### config.mk
export PLATFORM = sky130hd
export DESIGN_NAME = burst_addr_seq
export DESIGN_NICKNAME = d
export VERILOG_FILES = /design/src/rtl/bas_pkg.sv /design/src/rtl/bas_cmd_decode.sv /design/src/rtl/bas_order_gen.sv /design/src/rtl/burst_addr_seq.sv
export SDC_FILE = /design/constraint.sdc
export NUM_CORES = 1
export LEC_CHECK = 0
export CAP_MARGIN = 0
export CORE_ASPECT_RATIO = 1.75
export CORE_UTILIZATION = 39
export DETAILED_ROUTE_END_ITERATION = 10
export PLACE_DENSITY_LB_ADDON = 0.05
export RECOVER_POWER = 100
export SKIP_CTS_REPAIR_TIMING = 1
export SYNTH_ARGS = -nofsm -noshare
export SYNTH_HDL_FRONTEND = slang
export SYNTH_HIERARCHICAL = 1
export SYNTH_SLANG_ARGS = --single-unit
### constraint.sdc
create_clock -name clk_i -period 1.33 [get_ports clk_i]
set_input_delay 0.266 -clock clk_i [delete_from_list [all_inputs] [get_ports clk_i]]
set_output_delay 0.266 -clock clk_i [all_outputs]
set_load 0.05 [all_outputs]
### src/rtl/bas_pkg.sv
package bas_pkg;

    // Command decoded from the strobes, select and advance inputs
    typedef enum logic [1:0] {
        OP_HOLD  = 2'd0,
        OP_STEP  = 2'd1,
        OP_LOAD  = 2'd2,
        OP_DESEL = 2'd3
    } bas_op_e;

    // Beat ordering captured at load time
    typedef enum logic {
        ORD_LINEAR = 1'b0,
        ORD_XOR    = 1'b1
    } bas_order_e;

endpackage

### src/rtl/bas_cmd_decode.sv
module bas_cmd_decode
    import bas_pkg::*;
(
    input  logic    sel_i,
    input  logic    cpu_strobe_n_i,
    input  logic    ctl_strobe_n_i,
    input  logic    adv_n_i,
    output bas_op_e op_o
);

    logic any_strobe;

    always_comb begin
        any_strobe = !cpu_strobe_n_i || !ctl_strobe_n_i;
        if (any_strobe) begin
            op_o = sel_i ? OP_LOAD : OP_DESEL;
        end else if (!adv_n_i) begin
            op_o = OP_STEP;
        end else begin
            op_o = OP_HOLD;
        end
    end

endmodule

### src/rtl/bas_order_gen.sv
module bas_order_gen
    import bas_pkg::*;
#(
    parameter int BEAT_W = 2
) (
    input  logic [BEAT_W-1:0] start_i,
    input  logic [BEAT_W-1:0] beat_i,
    input  bas_order_e        order_i,
    output logic [BEAT_W-1:0] low_o
);

    logic [BEAT_W-1:0] lin_low;
    logic [BEAT_W-1:0] xor_low;

    // Interleaved order: each bit is flipped by the matching beat bit
    for (genvar b = 0; b < BEAT_W; b++) begin : g_xor_bit
        assign xor_low[b] = start_i[b] ^ beat_i[b];
    end

    // Linear order: modular add, carry out of the field is dropped
    always_comb begin
        lin_low = start_i + beat_i;
    end

    always_comb begin
        low_o = (order_i == ORD_XOR) ? xor_low : lin_low;
    end

endmodule

### src/rtl/burst_addr_seq.sv
module burst_addr_seq
    import bas_pkg::*;
#(
    parameter int ADDR_W = 18,
    parameter int BEAT_W = 2
) (
    input  logic              clk_i,
    input  logic              rst_i,
    input  logic              sel_i,
    input  logic              cpu_strobe_n_i,
    input  logic              ctl_strobe_n_i,
    input  logic              adv_n_i,
    input  logic              ilv_mode_i,
    input  logic [ADDR_W-1:0] base_addr_i,
    output logic [ADDR_W-1:0] addr_o,
    output logic              first_beat_o
);

    localparam int HI_W = ADDR_W - BEAT_W;

    typedef struct packed {
        logic [ADDR_W-1:0] addr;
        logic [BEAT_W-1:0] start;
        logic [BEAT_W-1:0] beat;
        bas_order_e        order;
        logic              active;
        logic              first;
    } bas_state_t;

    bas_state_t        st_d;
    bas_state_t        st_q;
    bas_op_e           op;
    logic [BEAT_W-1:0] beat_nx;
    logic [BEAT_W-1:0] low_nx;

    bas_cmd_decode i_bas_cmd_decode (
        .sel_i          (sel_i),
        .cpu_strobe_n_i (cpu_strobe_n_i),
        .ctl_strobe_n_i (ctl_strobe_n_i),
        .adv_n_i        (adv_n_i),
        .op_o           (op)
    );

    always_comb begin
        beat_nx = st_q.beat + 1'b1;
    end

    bas_order_gen #(
        .BEAT_W (BEAT_W)
    ) i_bas_order_gen (
        .start_i (st_q.start),
        .beat_i  (beat_nx),
        .order_i (st_q.order),
        .low_o   (low_nx)
    );

    always_comb begin
        st_d = st_q;
        unique case (op)
            OP_LOAD: begin
                st_d.addr   = base_addr_i;
                st_d.start  = base_addr_i[BEAT_W-1:0];
                st_d.beat   = '0;
                st_d.order  = bas_order_e'(ilv_mode_i);
                st_d.active = 1'b1;
                st_d.first  = 1'b1;
            end
            OP_DESEL: begin
                st_d.active = 1'b0;
                st_d.first  = 1'b0;
            end
            OP_STEP: begin
                if (st_q.active) begin
                    st_d.beat                = beat_nx;
                    st_d.addr[BEAT_W-1:0]    = low_nx;
                    st_d.first               = 1'b0;
                end
            end
            default: begin
                // suspend: every field keeps its value
            end
        endcase
    end

    always_ff @(posedge clk_i) begin
        if (rst_i) begin
            st_q <= '{addr: '0, start: '0, beat: '0, order: ORD_LINEAR,
                      active: 1'b0, first: 1'b0};
        end else begin
            st_q <= st_d;
        end
    end

    assign addr_o       = st_q.addr;
    assign first_beat_o = st_q.first;

    // ---------------- assertions ----------------
    AST_LOAD_BASE: assert property (@(posedge clk_i) disable iff (rst_i)
        (sel_i && (!cpu_strobe_n_i || !ctl_strobe_n_i))
        |=> (addr_o == $past(base_addr_i)) && first_beat_o);

    AST_DESEL_NO_LOAD: assert property (@(posedge clk_i) disable iff (rst_i)
        (!sel_i && (!cpu_strobe_n_i || !ctl_strobe_n_i))
        |=> $stable(addr_o) && !first_beat_o);

    AST_SUSPEND_HOLD: assert property (@(posedge clk_i) disable iff (rst_i)
        (cpu_strobe_n_i && ctl_strobe_n_i && adv_n_i)
        |=> $stable(addr_o) && $stable(first_beat_o));

    AST_UPPER_STABLE: assert property (@(posedge clk_i) disable iff (rst_i)
        (cpu_strobe_n_i && ctl_strobe_n_i)
        |=> $stable(addr_o[ADDR_W-1:BEAT_W]));

    AST_LINEAR_INC: assert property (@(posedge clk_i) disable iff (rst_i)
        (cpu_strobe_n_i && ctl_strobe_n_i && !adv_n_i && st_q.active
         && (st_q.order == ORD_LINEAR))
        |=> addr_o[BEAT_W-1:0] == BEAT_W'($past(addr_o[BEAT_W-1:0]) + 1'b1));

    AST_STEP_CLEARS_FIRST: assert property (@(posedge clk_i) disable iff (rst_i)
        (cpu_strobe_n_i && ctl_strobe_n_i && !adv_n_i)
        |=> !first_beat_o);

    AST_RESET_STATE: assert property (@(posedge clk_i)
        rst_i |=> (addr_o == '0) && !first_beat_o);

    AST_HI_WIDTH: assert property (@(posedge clk_i) disable iff (rst_i)
        (st_q.active && cpu_strobe_n_i && ctl_strobe_n_i && !adv_n_i)
        |=> (addr_o[ADDR_W-1:BEAT_W] == $past(addr_o[ADDR_W-1:BEAT_W]))
            && (HI_W > 0));

endmodule

Yosys cells after proc, flatten, opt, wreduce, memory -nomap -nowiden
Cells that the tools add are included.
- register bits: 25
- bits of input ports: 25
- word-level logic and storage cells: 34
- add/subtract/negate cells: 2
- equal/unequal tests: 4
- muxes and demuxes: 11
- bitwise gates (word level): 2
- reductions and logical operators: 8
- operators with widths (operator ; number):
    $mux 2 ; 4
    $pmux 2 s2 ; 2
    $eq 2x2->1 const B ; 2
    $reduce_and 2->1 ; 2
    $reduce_bool 2->1 ; 2
    $mux 1 ; 3
    $pmux 1 s3 ; 1
    $reduce_bool 3->1 ; 1
    $add 2x1->2 const B ; 1
    $add 2x2->2 ; 1
    $eq 2x1->1 const B ; 1
    $logic_not 1->1 ; 2
    $ne 2x2->1 const B ; 1
    $pmux 1 s2 ; 1
    $xor 1x1->1 ; 2
    $logic_or 1x1->1 ; 1

Logic depth before layout (Yosys ltp)
- depth in word-level cells: 6
- mapped depth: 7

Modules after synthesis
The synthesis kept the hierarchy.
- by module, submodules not included (module ; times used ; cells each ; area each (um^2) ; sequential area each (um^2)):
    burst_addr_seq ; 1 ; 138 ; 1118.6 ; 500.5
    bas_order_gen ; 1 ; 4 ; 36.3 ; 0.0
    bas_cmd_decode ; 1 ; 3 ; 23.8 ; 0.0

Worst setup path before layout
OpenSTA, ideal clock, no wires.
- path type: register to register
- from: register st_q[3] (netlist name)
- to: register st_q, in the netlist addr_o[1]
- setup time: 0.127 ns
- arrival: 1.271 ns
- data required time: 1.203 ns
- setup slack: -0.068 ns
- cell stages (with the launch flop): 8
- period minus slack after synthesis: 1.398 ns
- cell sequence: dfxtp_1 -> inv_1 -> ha_1 -> nor2b_1 -> xnor2_1 -> and3_1 -> a211oi_1 -> a211oi_1
- word-level cells in the longest chain between the ends: 5
- RTL lines (element ; RTL line ; source):
    start, declared ; burst_addr_seq.sv:31 ; bas_state_t st_q;
    start signal, assigned ; burst_addr_seq.sv:87 ; st_q <= '{addr: '0, start: '0, beat: '0, order: ORD_LINEAR,
    start signal, assigned ; burst_addr_seq.sv:90 ; st_q <= st_d;
    $add 2x1->2 ; burst_addr_seq.sv:45 ; beat_nx = st_q.beat + 1'b1;
    named net beat_nx[0] ; burst_addr_seq.sv:33 ; logic [BEAT_W-1:0] beat_nx;
    $add 2x2->2 ; bas_order_gen.sv:22 ; lin_low = start_i + beat_i;
    $mux 2 ; bas_order_gen.sv:26 ; low_o = (order_i == ORD_XOR) ? xor_low : lin_low;
    named net low_nx[1] ; burst_addr_seq.sv:34 ; logic [BEAT_W-1:0] low_nx;
    $mux 2 ; burst_addr_seq.sv:73 ; if (st_q.active) begin
    $pmux 2 s2 ; burst_addr_seq.sv:59 ; unique case (op)
The timed path passes the listed nets, and every way through them passes these cells. The select of a mux whose other input is x is not followed.
A chain may end at the register's enable or synchronous reset.

Worst setup path after layout
- from: register st_q[3] (netlist name)
- to: register st_q, in the netlist addr_o[1]
- word-level cells in the longest chain between the ends: 5
- RTL lines (element ; RTL line):
    $add 2x1->2 (*) ; burst_addr_seq.sv:45
    named net beat_nx[1] ; burst_addr_seq.sv:33
    $add 2x2->2 / $xor 1x1->1 (equally long branches) ; bas_order_gen.sv:22, bas_order_gen.sv:17
    $mux 2 (*) ; bas_order_gen.sv:26
    named net low_nx[1] ; burst_addr_seq.sv:34
    $mux 2 (*) ; burst_addr_seq.sv:73
    $pmux 2 s2 (*) ; burst_addr_seq.sv:59
The timed path passes the listed nets; every way through them passes the cells marked *. The select of a mux whose other input is x is not followed.

==> reports/metrics.csv <==
metric;value;unit
run status;finished, violations left;
failing checks;design-rule violations;
Slew Limit Fails;0;
EDFF count, synth;0;
worst skew pair latency;260;ps
Hold Path Class;reg -> reg;
Max VDD drop;0.0008220;V
startpoint types;flip-flop;
Slew @ Worst Pin;200.3;ps
Wirelength per Cell;12.52;um
top cells by area, synth;dfxtp_1, buf_4, nand2_1, a21oi_1, a211oi_1;
Die Area;3255;sq um
Max Clock Freq;755.8;MHz
CP Max Fanout;3;
CTS tree;built;
remaining antenna violation count;0;
largest net degree at the start of global routing;17;
Detail Placement HPWL;1786;um
FF+latch area;501.7;sq um
via count;1065;
Synth async-reset ratio;0;%
top_reg_cell synth;dfxtp_1;
critical path class;reg -> reg;
Syn Nets;171;
gr usage total;15.48;%
Critical Path Sink Type;flip-flop;
RSZ-0062 raised after global routing;yes;
Cell Area, Synth;1179;sq um
total grt overflow;0;
n_diodes;0;
row count;26;
Max-cap violations;0;
hold path depth;2;
number of remaining DRC errors;8;
Initial Util;40.71;%
Die X;43.56;um
Critical Path Most Common Cell;xnor2_1;
Reg clk slew, reported paths;80;ps
Worst Path Arrival;1510;ps
Clock Sinks;25;
synth warn;6;
Synth area leader;dfxtp_1;
area share of the largest cell type after synthesis;42.46;%
Final Hold Viols;0;
mean area per synthesized cell;8.128;sq um
r2r worst-path depth;6;
H-tree depth;1;
Mapped Cells;145;
vias in the first global route;932;
Slew HR;86.26;%
CTS buffer count;3;
fin nets;210;
slowest CP cell;dfxtp_2;
final hold slack;478.4;ps
flop-to-flop setup slack;7;ps
Netlist cell types;26;
core area;2895;sq um
Root Buffer;clkbuf_8;
multi-input logic area;513.0;sq um
delay-heaviest family, CP;XOR/XNOR gates;
sequential area share after synthesis;42.46;%
CP Depth;6;
Final Critical Period;1323;ps
Area Overhead vs Synth;59.45;%
Top Ports;44;
Iter 0 DRT Violations;30;
clock buffer depth;2;
first-pass GRT wire length;3891;um
total wire length;2641;um
leakage;0.7892;nW
setup_tns;0;ps
PortBufs;43;
Vias per Instance;5.047;
initial antenna violation count;0;
period utilization;99.49;%
Fillers;236;
GP Congestion;0.7021;
Worst Clk Skew;0.9576;ps
buffers plus inverters on the worst setup path;0;
crit-path max cell delay;340;ps
flops & latches, synth;25;
crit-path cells;xor2_1, xnor2_1, xnor2_1, and3_1, a211oi_2, a211oi_1;
layout cells sized above 1;27.87;%
Pwr Density;986.9;nW/um^2
Required @ worst endpoint;1510;ps
Pre-antenna DRT Iters;7;
die height;74.73;um
Final Setup Violations;0;
-- worst reg2reg max path, delay by kind of cell, from the launching register on --
family | cells | cell delay, ps
AO/OA/AOI/OAI | 2 | 240
AND/OR/NAND/NOR | 1 | 180
flip-flops | 1 | 340
XOR/XNOR | 3 | 480
-- synth_stat cells (2+ instances only) --
cell	instances
nand2_1	40
dfxtp_1	25
buf_4	23
a21oi_1	21
a211oi_1	5
clkbuf_1	3
mux2i_1	3
nor2b_1	3
and3_1	2
nand2b_1	2
nor2_1	2
xnor2_1	2
-- placed cells by master, fill, tap and decap left out, types with 4 or more instances in the layout --
cell type | Yosys | layout
dfxtp_1 | 25 | 24
dlymetal6s2s_1 | 0 | 4
buf_12 | 0 | 20
nand2_1 | 40 | 40
clkdlybuf4s50_1 | 0 | 20
a21oi_1 | 21 | 18
buf_4 | 23 | 11
-- area by class of cell --
type                       instances  area share [%]
multi-input combinational         91           27.30
sequential                        25           26.70
clock buffer                       4           2.397
timing repair buffer              62           41.54
inverter                           1          0.1997
tap                               28           1.864
-- per-stage QoR --
step	power (mW)	cell area, sq um	setup slack [ps]	utilization (%)	cells
4_1_cts	1.844	1795	-158.7	62.01	205
3_3_place_gp	1.394	1750	-351.6	60.46	201
2_1_floorplan	1.160	1185	14.21	-	145
3_5_place_dp	1.402	1750	-436.1	60.46	201
5_1_grt	1.943	1879	-83.11	64.91	211
6_report	1.855	1879	6.845	64.91	211
-- routing by layer --
layer  global-route usage (%)  share of wire, %  up-vias
met2                    29.52                56       30
met4                    6.250               1.3        0
met3                    1.918               3.8        4
met1                    16.64                39      501
li1                         -                 -      530
met5                        0                 0        -
-- power breakdown --
| part | internal, mW | switching, mW | total, mW |
|---|---|---|---|
| clock network | 0.214 | 0.226 | 0.440 |
| registers | 0.796 | 0.0506 | 0.846 |
| logic | 0.300 | 0.269 | 0.568 |
-- cell families after synthesis --
group | after synthesis | share of synthesized area, %
adders and majority gates | 1 | 1.061
buffers and inverters | 29 | 17.30
and+or+nand+nor | 55 | 20.60
DFF | 25 | 42.46
AOI/OAI and AO/OA | 29 | 13.80
muxes | 3 | 2.548
xor gates and xnor gates | 3 | 2.230
-- worst paths after layout --
kind	to	startpoint
hold reg to reg	st_q[6]	st_q[6]
hold / removal	st_q[6]	st_q[6]
setup / recovery	addr_o[1]	st_q[3]
setup reg to reg	addr_o[1]	st_q[3]
-- state kept, by name (all words and copies together), names as in the netlist --
signal / cells
addr_o: 18
st_q: 6
first_beat_o: 1
No activity file was read; power rests on OpenSTA's default activity.
